`src/rtl/sar_seq_pkg.sv`:
```
package sar_seq_pkg;

    typedef enum logic [1:0] {
        SAR_IDLE    = 2'd0,
        SAR_TRACK   = 2'd1,
        SAR_RESOLVE = 2'd2
    } sar_phase_e;

    typedef enum logic {
        SRC_SOFT  = 1'b0,
        SRC_TIMER = 1'b1
    } start_src_e;

endpackage

```
`src/rtl/sar_start_sel.sv`:
```
module sar_start_sel
    import sar_seq_pkg::*;
(
    input  logic src_sel,
    input  logic sw_start,
    input  logic tmr_ovf,
    output logic start_req
);

    always_comb begin
        unique case (start_src_e'(src_sel))
            SRC_SOFT:  start_req = sw_start;
            SRC_TIMER: start_req = tmr_ovf;
            default:   start_req = 1'b0;
        endcase
    end

endmodule

```
`src/rtl/sar_tick_gen.sv`:
```
module sar_tick_gen #(
    parameter int DIV_W = 4
) (
    input  logic             clk,
    input  logic             rst_n,
    input  logic             restart,
    input  logic             run,
    input  logic [DIV_W-1:0] div_val,
    output logic             tick
);

    localparam int CNT_W = DIV_W + 1;
    localparam logic [CNT_W-1:0] CNT_ONE = 1;

    typedef struct packed {
        logic [CNT_W-1:0] cnt;
    } tick_state_t;

    tick_state_t cur_q, nxt_d;
    logic [CNT_W-1:0] last_cnt;

    assign last_cnt = {1'b0, div_val} + CNT_ONE;
    assign tick     = run && (cur_q.cnt == last_cnt);

    always_comb begin
        nxt_d = cur_q;
        if (restart) begin
            nxt_d.cnt = '0;
        end else if (run) begin
            if (cur_q.cnt == last_cnt) nxt_d.cnt = '0;
            else                       nxt_d.cnt = cur_q.cnt + CNT_ONE;
        end
    end

    always_ff @(posedge clk or negedge rst_n) begin
        if (!rst_n) cur_q <= '0;
        else        cur_q <= nxt_d;
    end

    // the step counter never passes its terminal value while running
    a_r7_div_bound: assert property (@(posedge clk) disable iff (!rst_n)
        run |-> (cur_q.cnt <= last_cnt));

    // a step lasts at least two system clocks
    a_r7_tick_spacing: assert property (@(posedge clk) disable iff (!rst_n)
        tick |=> !tick);

endmodule

```
`src/rtl/sar_bit_engine.sv`:
```
module sar_bit_engine
    import sar_seq_pkg::*;
#(
    parameter int RES_W = 10,
    parameter int TRK_W = 4
) (
    input  logic             clk,
    input  logic             rst_n,
    input  logic             start_req,
    input  logic             tick,
    input  logic [TRK_W-1:0] track_len,
    input  logic             cmp_in,
    output logic             restart,
    output logic             busy,
    output logic             tracking,
    output logic [RES_W-1:0] trial_code,
    output logic             raw_valid,
    output logic [RES_W-1:0] raw_code
);

    localparam int IDX_W = (RES_W > 1) ? $clog2(RES_W) : 1;
    localparam logic [IDX_W-1:0] TOP_IDX  = IDX_W'(RES_W - 1);
    localparam logic [IDX_W-1:0] IDX_ONE  = 1;
    localparam logic [TRK_W-1:0] TRK_ONE  = 1;
    localparam logic [TRK_W:0]   TRK_ONEW = 1;
    localparam logic [RES_W-1:0] MSB_ONLY = {1'b1, {(RES_W-1){1'b0}}};

    typedef struct packed {
        sar_phase_e       phase;
        logic [TRK_W-1:0] trk_cnt;
        logic [IDX_W-1:0] bit_idx;
        logic [RES_W-1:0] trial;
    } eng_state_t;

    eng_state_t cur_q, nxt_d;
    logic [TRK_W-1:0] trk_eff;

    assign trk_eff    = (track_len == '0) ? TRK_ONE : track_len;
    assign busy       = (cur_q.phase != SAR_IDLE);
    assign tracking   = (cur_q.phase == SAR_TRACK);
    assign trial_code = cur_q.trial;

    always_comb begin
        nxt_d     = cur_q;
        restart   = 1'b0;
        raw_valid = 1'b0;
        raw_code  = cur_q.trial;
        unique case (cur_q.phase)
            SAR_IDLE: begin
                if (start_req) begin
                    nxt_d.phase   = SAR_TRACK;
                    nxt_d.trk_cnt = '0;
                    nxt_d.bit_idx = '0;
                    nxt_d.trial   = '0;
                    restart       = 1'b1;
                end
            end
            SAR_TRACK: begin
                if (tick) begin
                    if (({1'b0, cur_q.trk_cnt} + TRK_ONEW) >= {1'b0, trk_eff}) begin
                        nxt_d.phase   = SAR_RESOLVE;
                        nxt_d.bit_idx = TOP_IDX;
                        nxt_d.trial   = MSB_ONLY;
                    end else begin
                        nxt_d.trk_cnt = cur_q.trk_cnt + TRK_ONE;
                    end
                end
            end
            SAR_RESOLVE: begin
                if (tick) begin
                    nxt_d.trial[cur_q.bit_idx] = cmp_in;
                    if (cur_q.bit_idx == '0) begin
                        nxt_d.phase = SAR_IDLE;
                        raw_valid   = 1'b1;
                        raw_code    = nxt_d.trial;
                    end else begin
                        nxt_d.trial[cur_q.bit_idx - IDX_ONE] = 1'b1;
                        nxt_d.bit_idx = cur_q.bit_idx - IDX_ONE;
                    end
                end
            end
            default: nxt_d.phase = SAR_IDLE;
        endcase
    end

    always_ff @(posedge clk or negedge rst_n) begin
        if (!rst_n) cur_q <= '{phase: SAR_IDLE, default: '0};
        else        cur_q <= nxt_d;
    end

    // entering the bit trials presents the most significant bit alone
    a_r5_first_trial_msb: assert property (@(posedge clk) disable iff (!rst_n)
        (cur_q.phase == SAR_RESOLVE && $past(cur_q.phase) == SAR_TRACK)
            |-> (trial_code == MSB_ONLY));

    // no trial level is driven while the input is being tracked
    a_r4_zero_while_tracking: assert property (@(posedge clk) disable iff (!rst_n)
        tracking |-> (trial_code == '0));

    // each resolved step moves exactly one bit lower
    a_r6_bit_walk: assert property (@(posedge clk) disable iff (!rst_n)
        (cur_q.phase == SAR_RESOLVE && tick && cur_q.bit_idx != '0)
            |=> (cur_q.bit_idx == $past(cur_q.bit_idx) - IDX_ONE));

    // a running conversion ends only through its last comparison
    a_r3_busy_holds: assert property (@(posedge clk) disable iff (!rst_n)
        (busy && !raw_valid) |=> busy);

endmodule

```
`src/rtl/sar_result_fmt.sv`:
```
module sar_result_fmt #(
    parameter int RES_W = 10,
    parameter int OUT_W = 16
) (
    input  logic             clk,
    input  logic             rst_n,
    input  logic             load,
    input  logic [RES_W-1:0] raw_code,
    input  logic             diff_mode,
    input  logic             left_just,
    output logic [OUT_W-1:0] result,
    output logic             done
);

    localparam int PAD_W = OUT_W - RES_W;

    typedef struct packed {
        logic [OUT_W-1:0] word;
        logic             done;
    } fmt_state_t;

    fmt_state_t cur_q, nxt_d;
    logic [RES_W-1:0] val;
    logic [OUT_W-1:0] placed;

    always_comb begin
        val = raw_code;
        if (diff_mode) val[RES_W-1] = ~raw_code[RES_W-1];
    end

    always_comb begin
        if (left_just)      placed = {val, {PAD_W{1'b0}}};
        else if (diff_mode) placed = {{PAD_W{val[RES_W-1]}}, val};
        else                placed = {{PAD_W{1'b0}}, val};
    end

    always_comb begin
        nxt_d      = cur_q;
        nxt_d.done = load;
        if (load) nxt_d.word = placed;
    end

    always_ff @(posedge clk or negedge rst_n) begin
        if (!rst_n) cur_q <= '0;
        else        cur_q <= nxt_d;
    end

    assign result = cur_q.word;
    assign done   = cur_q.done;

    // a left-placed word has nothing below the value field
    a_r11_left_pad_zero: assert property (@(posedge clk) disable iff (!rst_n)
        (load && left_just) |=> (result[PAD_W-1:0] == '0));

endmodule

```
`src/rtl/sar_conv_seq.sv`:
```
module sar_conv_seq #(
    parameter int RES_W = 10,
    parameter int OUT_W = 16,
    parameter int DIV_W = 4,
    parameter int TRK_W = 4
) (
    input  logic             clk,
    input  logic             rst_n,
    input  logic             src_sel,
    input  logic             sw_start,
    input  logic             tmr_ovf,
    input  logic [DIV_W-1:0] clk_div,
    input  logic [TRK_W-1:0] track_len,
    input  logic             diff_mode,
    input  logic             left_just,
    input  logic             cmp_in,
    output logic [RES_W-1:0] trial_code,
    output logic             tracking,
    output logic             busy,
    output logic             done,
    output logic [OUT_W-1:0] result
);

    logic start_req;
    logic restart;
    logic tick;
    logic raw_valid;
    logic [RES_W-1:0] raw_code;

    sar_start_sel u_start (
        .src_sel   (src_sel),
        .sw_start  (sw_start),
        .tmr_ovf   (tmr_ovf),
        .start_req (start_req)
    );

    sar_tick_gen #(.DIV_W(DIV_W)) u_tick (
        .clk     (clk),
        .rst_n   (rst_n),
        .restart (restart),
        .run     (busy),
        .div_val (clk_div),
        .tick    (tick)
    );

    sar_bit_engine #(.RES_W(RES_W), .TRK_W(TRK_W)) u_engine (
        .clk        (clk),
        .rst_n      (rst_n),
        .start_req  (start_req),
        .tick       (tick),
        .track_len  (track_len),
        .cmp_in     (cmp_in),
        .restart    (restart),
        .busy       (busy),
        .tracking   (tracking),
        .trial_code (trial_code),
        .raw_valid  (raw_valid),
        .raw_code   (raw_code)
    );

    sar_result_fmt #(.RES_W(RES_W), .OUT_W(OUT_W)) u_fmt (
        .clk       (clk),
        .rst_n     (rst_n),
        .load      (raw_valid),
        .raw_code  (raw_code),
        .diff_mode (diff_mode),
        .left_just (left_just),
        .result    (result),
        .done      (done)
    );

    // the write pulse marks the end of busy
    a_r8_done_ends_busy: assert property (@(posedge clk) disable iff (!rst_n)
        done |-> (!busy && $past(busy)));

    // the write pulse lasts one cycle
    a_r8_done_single: assert property (@(posedge clk) disable iff (!rst_n)
        done |=> !done);

    // the result word changes only with the write pulse
    a_r8_result_hold: assert property (@(posedge clk) disable iff (!rst_n)
        !done |-> $stable(result));

    // tracking is part of the busy window
    a_r4_track_in_busy: assert property (@(posedge clk) disable iff (!rst_n)
        tracking |-> busy);

endmodule

```
`config.mk`:
```
export PLATFORM = sky130hd
export DESIGN_NAME = sar_conv_seq
export DESIGN_NICKNAME = d
export VERILOG_FILES = /design/src/rtl/sar_seq_pkg.sv /design/src/rtl/sar_start_sel.sv /design/src/rtl/sar_tick_gen.sv /design/src/rtl/sar_bit_engine.sv /design/src/rtl/sar_result_fmt.sv /design/src/rtl/sar_conv_seq.sv
export SDC_FILE = /design/constraint.sdc
export NUM_CORES = 1
export LEC_CHECK = 0
export ABC_CLOCK_PERIOD_IN_PS = 2200
export BUFFER_PORTS_ARGS = -buffer_cell sky130_fd_sc_hd__buf_2
export CAP_MARGIN = 20
export CORE_UTILIZATION = 40
export CTS_BUF_LIST = sky130_fd_sc_hd__clkbuf_8 sky130_fd_sc_hd__clkbuf_16
export DETAILED_ROUTE_END_ITERATION = 7
export SLEW_MARGIN = 20
export SYNTH_ARGS = -nofsm -noshare
export SYNTH_HDL_FRONTEND = slang
export SYNTH_SLANG_ARGS = --single-unit
```
`constraint.sdc`:
```
create_clock -name clk -period 2.2 [get_ports clk]
set_input_delay 0.66 -clock clk [delete_from_list [all_inputs] [get_ports clk]]
set_output_delay 0.66 -clock clk [all_outputs]
set_load 0.05 [all_outputs]
```
==> After elaboration in Yosys (flattened, before gate mapping) <==
Cells that the tools add are included.
{ "word_totals": {"reg_bits": 42, "input_bits": 16, "output_inout_bits": 29, "elab_cells": 77} }
{ "op_classes": {"addsub": 5, "n_lt_le_gt_ge": 5, "eq_ne": 10, "mux": 33, "bitwise": 3, "reduce_logical": 14} }
{ "op_table": {"columns": ["cell", "n"], "rows": [
  ["14-bit two-way mux", 3],
  ["14-bit one-hot mux with 3 select lines", 1],
  ["20-bit two-way mux", 2],
  ["16-bit two-way mux", 2],
  ["10-bit two-way mux", 3],
  ["5-bit two-way mux", 3],
  ["4-bit by 1-bit adder with 5-bit output (second input constant)", 2],
  ["10-bit bitwise mux", 1],
  ["4-bit by 5-bit < comparator with 1-bit output (second input constant)", 2],
  ["10-bit OR", 1],
  ["5-bit AND reduction", 2],
  ["1-bit demux with 4-bit select", 2],
  ["4-bit by 1-bit >= comparator with 1-bit output (second input constant)", 2],
  ["4-bit zero test", 2],
  ["1-bit two-way mux", 8],
  ["4-bit two-way mux", 2],
  ["2-bit != test (second input constant)", 4],
  ["4-bit one-hot mux with 2 select lines", 1],
  ["2-bit two-way mux", 3],
  ["2-bit by 1-bit != test with 1-bit output (second input constant)", 3],
  ["2-bit one-hot mux with 3 select lines", 1],
  ["6-bit AND reduction", 1],
  ["2-bit nonzero test", 3],
  ["5-bit by 1-bit adder with 5-bit output (second input constant)", 1],
  ["12 further kinds", 15]
]} }

==> Logic depth before layout (Yosys ltp) <==
{ "logic_depth": {"depth_word": 12, "ltp_mapped": 10, "mapped_depth_nobuf": 9} }

==> Hierarchy <==
Synthesis repeated with hierarchy kept, for this count alone.
{ "unflattened": {"hier_cells": 300, "hier_area_um2": 2688.8} }
{ "modules_own_cells": {"columns": ["module", "instances", "cells_each", "area_per_inst_um2", "seq_area_each_um2"], "rows": [
  ["sar_bit_engine", 1, 185, 1565.3, 500.5],
  ["sar_result_fmt", 1, 74, 754.5, 425.4],
  ["sar_tick_gen", 1, 40, 354.1, 125.1],
  ["sar_start_sel", 1, 1, 15.0, 0.0]
]} }

==> Worst setup path after synthesis <==
No wires, ideal clock.
{ "synth_path": {"path_kind": "in2reg", "startpoint": "input port clk_div[0]", "endpoint": "register u_fmt.cur_q (netlist bit u_fmt.result[10])", "setup_time_ns": 0.065, "t_arrival_ns": 2.694, "required_time_ns": 2.135, "path_slack_ns": -0.559, "cell_stages": 9, "path_buffers": 2, "path_cell_list": "ha_1 o21ba_1 a221o_1 a2111o_1 or2_1 buf_6 buf_6 a211oi_1 a21o_1"} }
{ "synth_between": {"elab_chain_len": 9, "word_cells_on_any_way": 11, "classes_between": "1 x add/sub; 1 x eq/ne; 7 x mux; 1 x bitwise; 1 x reduce/logical"} }
{ "synth_rtl": {"columns": ["item", "line", "text"], "rows": [
  ["start: declaration", "sar_conv_seq.sv:12", "input logic [DIV_W-1:0] clk_div,"],
  ["4-bit by 1-bit adder with 5-bit output (*)", "sar_tick_gen.sv:22", "assign last_cnt = {1'b0, div_val} + CNT_ONE;"],
  ["5-bit == test (*)", "sar_tick_gen.sv:23", "assign tick = run && (cur_q.cnt == last_cnt);"],
  ["1-bit logical AND (*)", "sar_tick_gen.sv:23", null],
  ["10-bit two-way mux", "sar_bit_engine.sv:70", "if (tick) begin"],
  ["10-bit two-way mux", "sar_bit_engine.sv:48", "unique case (cur_q.phase)"],
  ["1-bit NOT", "sar_result_fmt.sv:28", "if (diff_mode) val[RES_W-1] = ~raw_code[RES_W-1];"],
  ["1-bit two-way mux", "sar_result_fmt.sv:28", null],
  ["16-bit two-way mux", "sar_result_fmt.sv:33", "else if (diff_mode) placed = {{PAD_W{val[RES_W-1]}}, val};"],
  ["16-bit two-way mux", "sar_result_fmt.sv:32", "if (left_just) placed = {val, {PAD_W{1'b0}}};"],
  ["end signal: assignment", "sar_result_fmt.sv:45", "else cur_q <= nxt_d;"],
  ["end: declaration", "sar_result_fmt.sv:22", "fmt_state_t cur_q, nxt_d;"]
]} }
Every way passes the cells marked *; elsewhere a longest branch is shown, timed or not.
A chain may end at the register's enable or synchronous reset.

==> Worst setup path in the final report <==
{ "layout_path": {"startpoint": "input port clk_div[0]", "endpoint": "register u_fmt.cur_q (netlist bit u_fmt.result[8])"} }
{ "layout_between": {"elab_chain_len": 7, "word_cells_on_any_way": 9, "classes_between": "1 x add/sub; 1 x eq/ne; 6 x mux; 1 x reduce/logical"} }
{ "layout_rtl": {"columns": ["item", "line"], "rows": [
  ["4-bit by 1-bit adder with 5-bit output (*)", "sar_tick_gen.sv:22"],
  ["5-bit == test (*)", "sar_tick_gen.sv:23"],
  ["1-bit logical AND (*)", "sar_tick_gen.sv:23"],
  ["10-bit two-way mux", "sar_bit_engine.sv:70"],
  ["10-bit two-way mux", "sar_bit_engine.sv:48"],
  ["16-bit two-way mux", "sar_result_fmt.sv:33"],
  ["16-bit two-way mux", "sar_result_fmt.sv:32"]
]} }
Marked as above.

==> qor.txt <==
Final setup violation count: 35
Vias: 2,430
Synth async-reset ratio: 100.0%
Worst EP arrival: 2.60 ns
Cell count after placement: 429
Final Max Slew Viols: 0
Post-Syn Area: 0.002683 mm^2
Total power: 3.213 mW
Seq/Total Area, Yosys: 39.18%
Yosys reg bits: 42
Top FF cell, synth: dfrtp_1
Max Cap Violations: 0
Worst reg-to-reg path cell count: 8
Largest net degree at the start of global routing: 24
Final worst-path cycle share: 107.1%
LEAKAGE: 1.814 nW
Gp weighted congestion: 0.8801
Top delay family on crit path: compound AO/OA/AOI/OAI gates
CP required: 2.44 ns
Non-Filler Instances: 443
Critical path launch point type: primary input
Average size of a mapped cell: 8.883 um^2
WL final: 6662 um
Area Overhead vs Synth: 37.27%
# IOs: 45
Status: finished with violations
Cell-by-cell trace of the critical path: buf_8 > ha_4 > o21ba_1 > a221o_1 > a2111o_1 > or2_4 > buf_12 > a211oi_2 > a21o_1
CTS Buf Count: 5
Synthesized instance count: 302
Clk_skew: 0.008607 ns
Tmin final: 2.356 ns
Die width: 83.89 um
GRT Residual Overflow: 0
Clock latency on the worst-skew pair: 0.30 ns
Clock Tree Buf Depth: 2
Worst slew pin tran: 0.5388 ns
First drt pass iteration count: 6
Vias in the first global route: 2,306
CTS tree: done
Power Density: 872.6 mW/mm^2
Row count: 29
Number of cells on the critical path: 9
Die height: 83.89 um
Clk root buf: clkbuf_8
Slowest cell on crit path: a2111o_1
Most numerous cell in the Yosys netlist: dfrtp_1
Synth cell types: 49
Peak fanout along the critical path: 8
DRC errors left: 9
Final Hold Fails: 0
Synth area leader: dfrtp_1
First-pass GRT wire length: 10,780 um
Via-to-Cell Ratio: 5.485
Share of layout cells above drive strength 1: 42.90%
Post-Route Utilization: 57.33%
Max VDD drop: 0.6606 mV
Die area: 0.007038 mm^2
CP endpoint kind: flip-flop
Share of the synthesized area in the top cell type: 39.18%
Clk slew on worst S/H paths: 0.08 ns
Clock sink count: 42
WS Path Type: primary input to flip-flop
Total global-route track usage: 18.98%
Initial antenna violation count: 0
Relative slew slack: 64.08%
Total negative slack: -2.870 ns
YS warnings: 0
H-tree levels: 2
Top post-synthesis cells by area: dfrtp_1, ha_1, o21ai_0
Net Count, Synth: 330
Avg WL per Cell: 15.04 um
Fmax: 424.5 MHz
Critical path's largest stage delay: 0.42 ns
Post-detail-place hpwl: 4745 um
Min setup slack post-route: -0.1559 ns
Hold/Removal Path Class: primary input to asynchronous set/reset pin
Failing checks: DRC, setup timing
Routed Antenna Nets: 0
Initial Util: 41.77%
Core region area: 0.006422 mm^2
RSZ-0062 raised after global routing: yes
Synth top cells by count: dfrtp_1, nand2_1, o21ai_0
# nets final: 394
N_diodes: 0
Post-synth EDFFs: 0
DRT iter0 DRCs: 149
Crit path buffers/inverters: 2
Buffers on Ports: 44
per-stage QoR:
stage	cell area [um^2]	setup WS [ns]	hold slack, ns
after floorplan	2795	-0.3559	0.3644
after global placement	3196	-0.4622	0.4578
after detailed placement	3196	-0.5663	0.4637
after CTS	3400	-0.1132	0.3557
after global routing	3682	-0.2341	0.3819
final	3682	-0.1559	0.3362
sequential cells by signal (all words and copies together), names as in the netlist:
register	flops
u_engine.cur_q	10
u_tick.cur_q	5
u_engine.trial_code	10
u_fmt.done	1
u_fmt.result	16
report_power, final:
| part | internal [mW] | switching [mW] | total [mW] |
|---|---|---|---|
| Clock | 0.363 | 0.267 | 0.630 |
| Combinational | 0.685 | 0.967 | 1.65 |
| Sequential | 0.848 | 0.0828 | 0.931 |
| Total | 1.90 | 1.32 | 3.21 |
layer usage:
layer	share of wire, %	track usage [%]
met1	46	24.94
met2	51	32.49
met3	2.7	2.770
met4	0.93	5.172
met5	0	0
path summary, 6_finish.rpt:
path / startpoint / endpoint / slack [ns]
worst max-delay path: clk_div[0] / u_fmt.result[8] / -0.16
worst min-delay path: rst_n / u_fmt.done / 0.34
worst max register to register: u_engine.cur_q[14] / u_engine.cur_q[16] / 0.02
worst min register to register: u_fmt.result[10] / u_fmt.result[10] / 0.48
max in group asynchronous: rst_n / u_engine.trial_code[9] / 1.36
min in group clk: u_fmt.result[10] / u_fmt.result[10] / 0.48
timing repair:
item	in CTS	in global routing
hold buffers	0	0
pin swaps	2	20
gates cloned	1	1
gates resized for setup	18	51
endpoints found under the hold margin	0	0
endpoints found under the setup margin	34	40
buffers inserted	1	4
kinds of logic (layout without fill, tap and decap cells):
family          count (synthesis)  in the layout  synth area share (%)
simple gates                   98             98                 16.84
compound gates                 93             93                 24.67
flops                          42             42                 39.18
buf+inv                        40            104                 7.696
fa+ha+maj                      12             12                 5.597
mux                             9              9                 3.405
xor+xnor                        8              8                 2.612
cell type report:
cell class,instances,area [um^2]
multi-input cells,220,1728
repair buffers,86,653.1
clock inverters,1,30.03
clock buffers,6,82.58
flip-flops and latches,42,1051
inverters,11,41.29
well taps,77,96.34
fillers,582,2740
placed cells by master, fill, tap and decap left out, types with 4 or more instances in the layout:
master / count
dfrtp_1: 42
buf_2: 40
buf_4: 29
nand2_1: 25
nor2_1: 25
a21oi_1: 12
buf_6: 12
nand3_1: 10
o21ai_1: 10
a21o_1: 10
o21ai_0: 10
o21ai_2: 9
inv_1: 8
mux2i_1: 8
a211oi_2: 8
ha_1: 7
clkbuf_8: 6
nand2_4: 5
xor2_1: 4
xnor2_1: 4
nand2_2: 4
o41ai_2: 4
(Power assumes the default switching activity.)
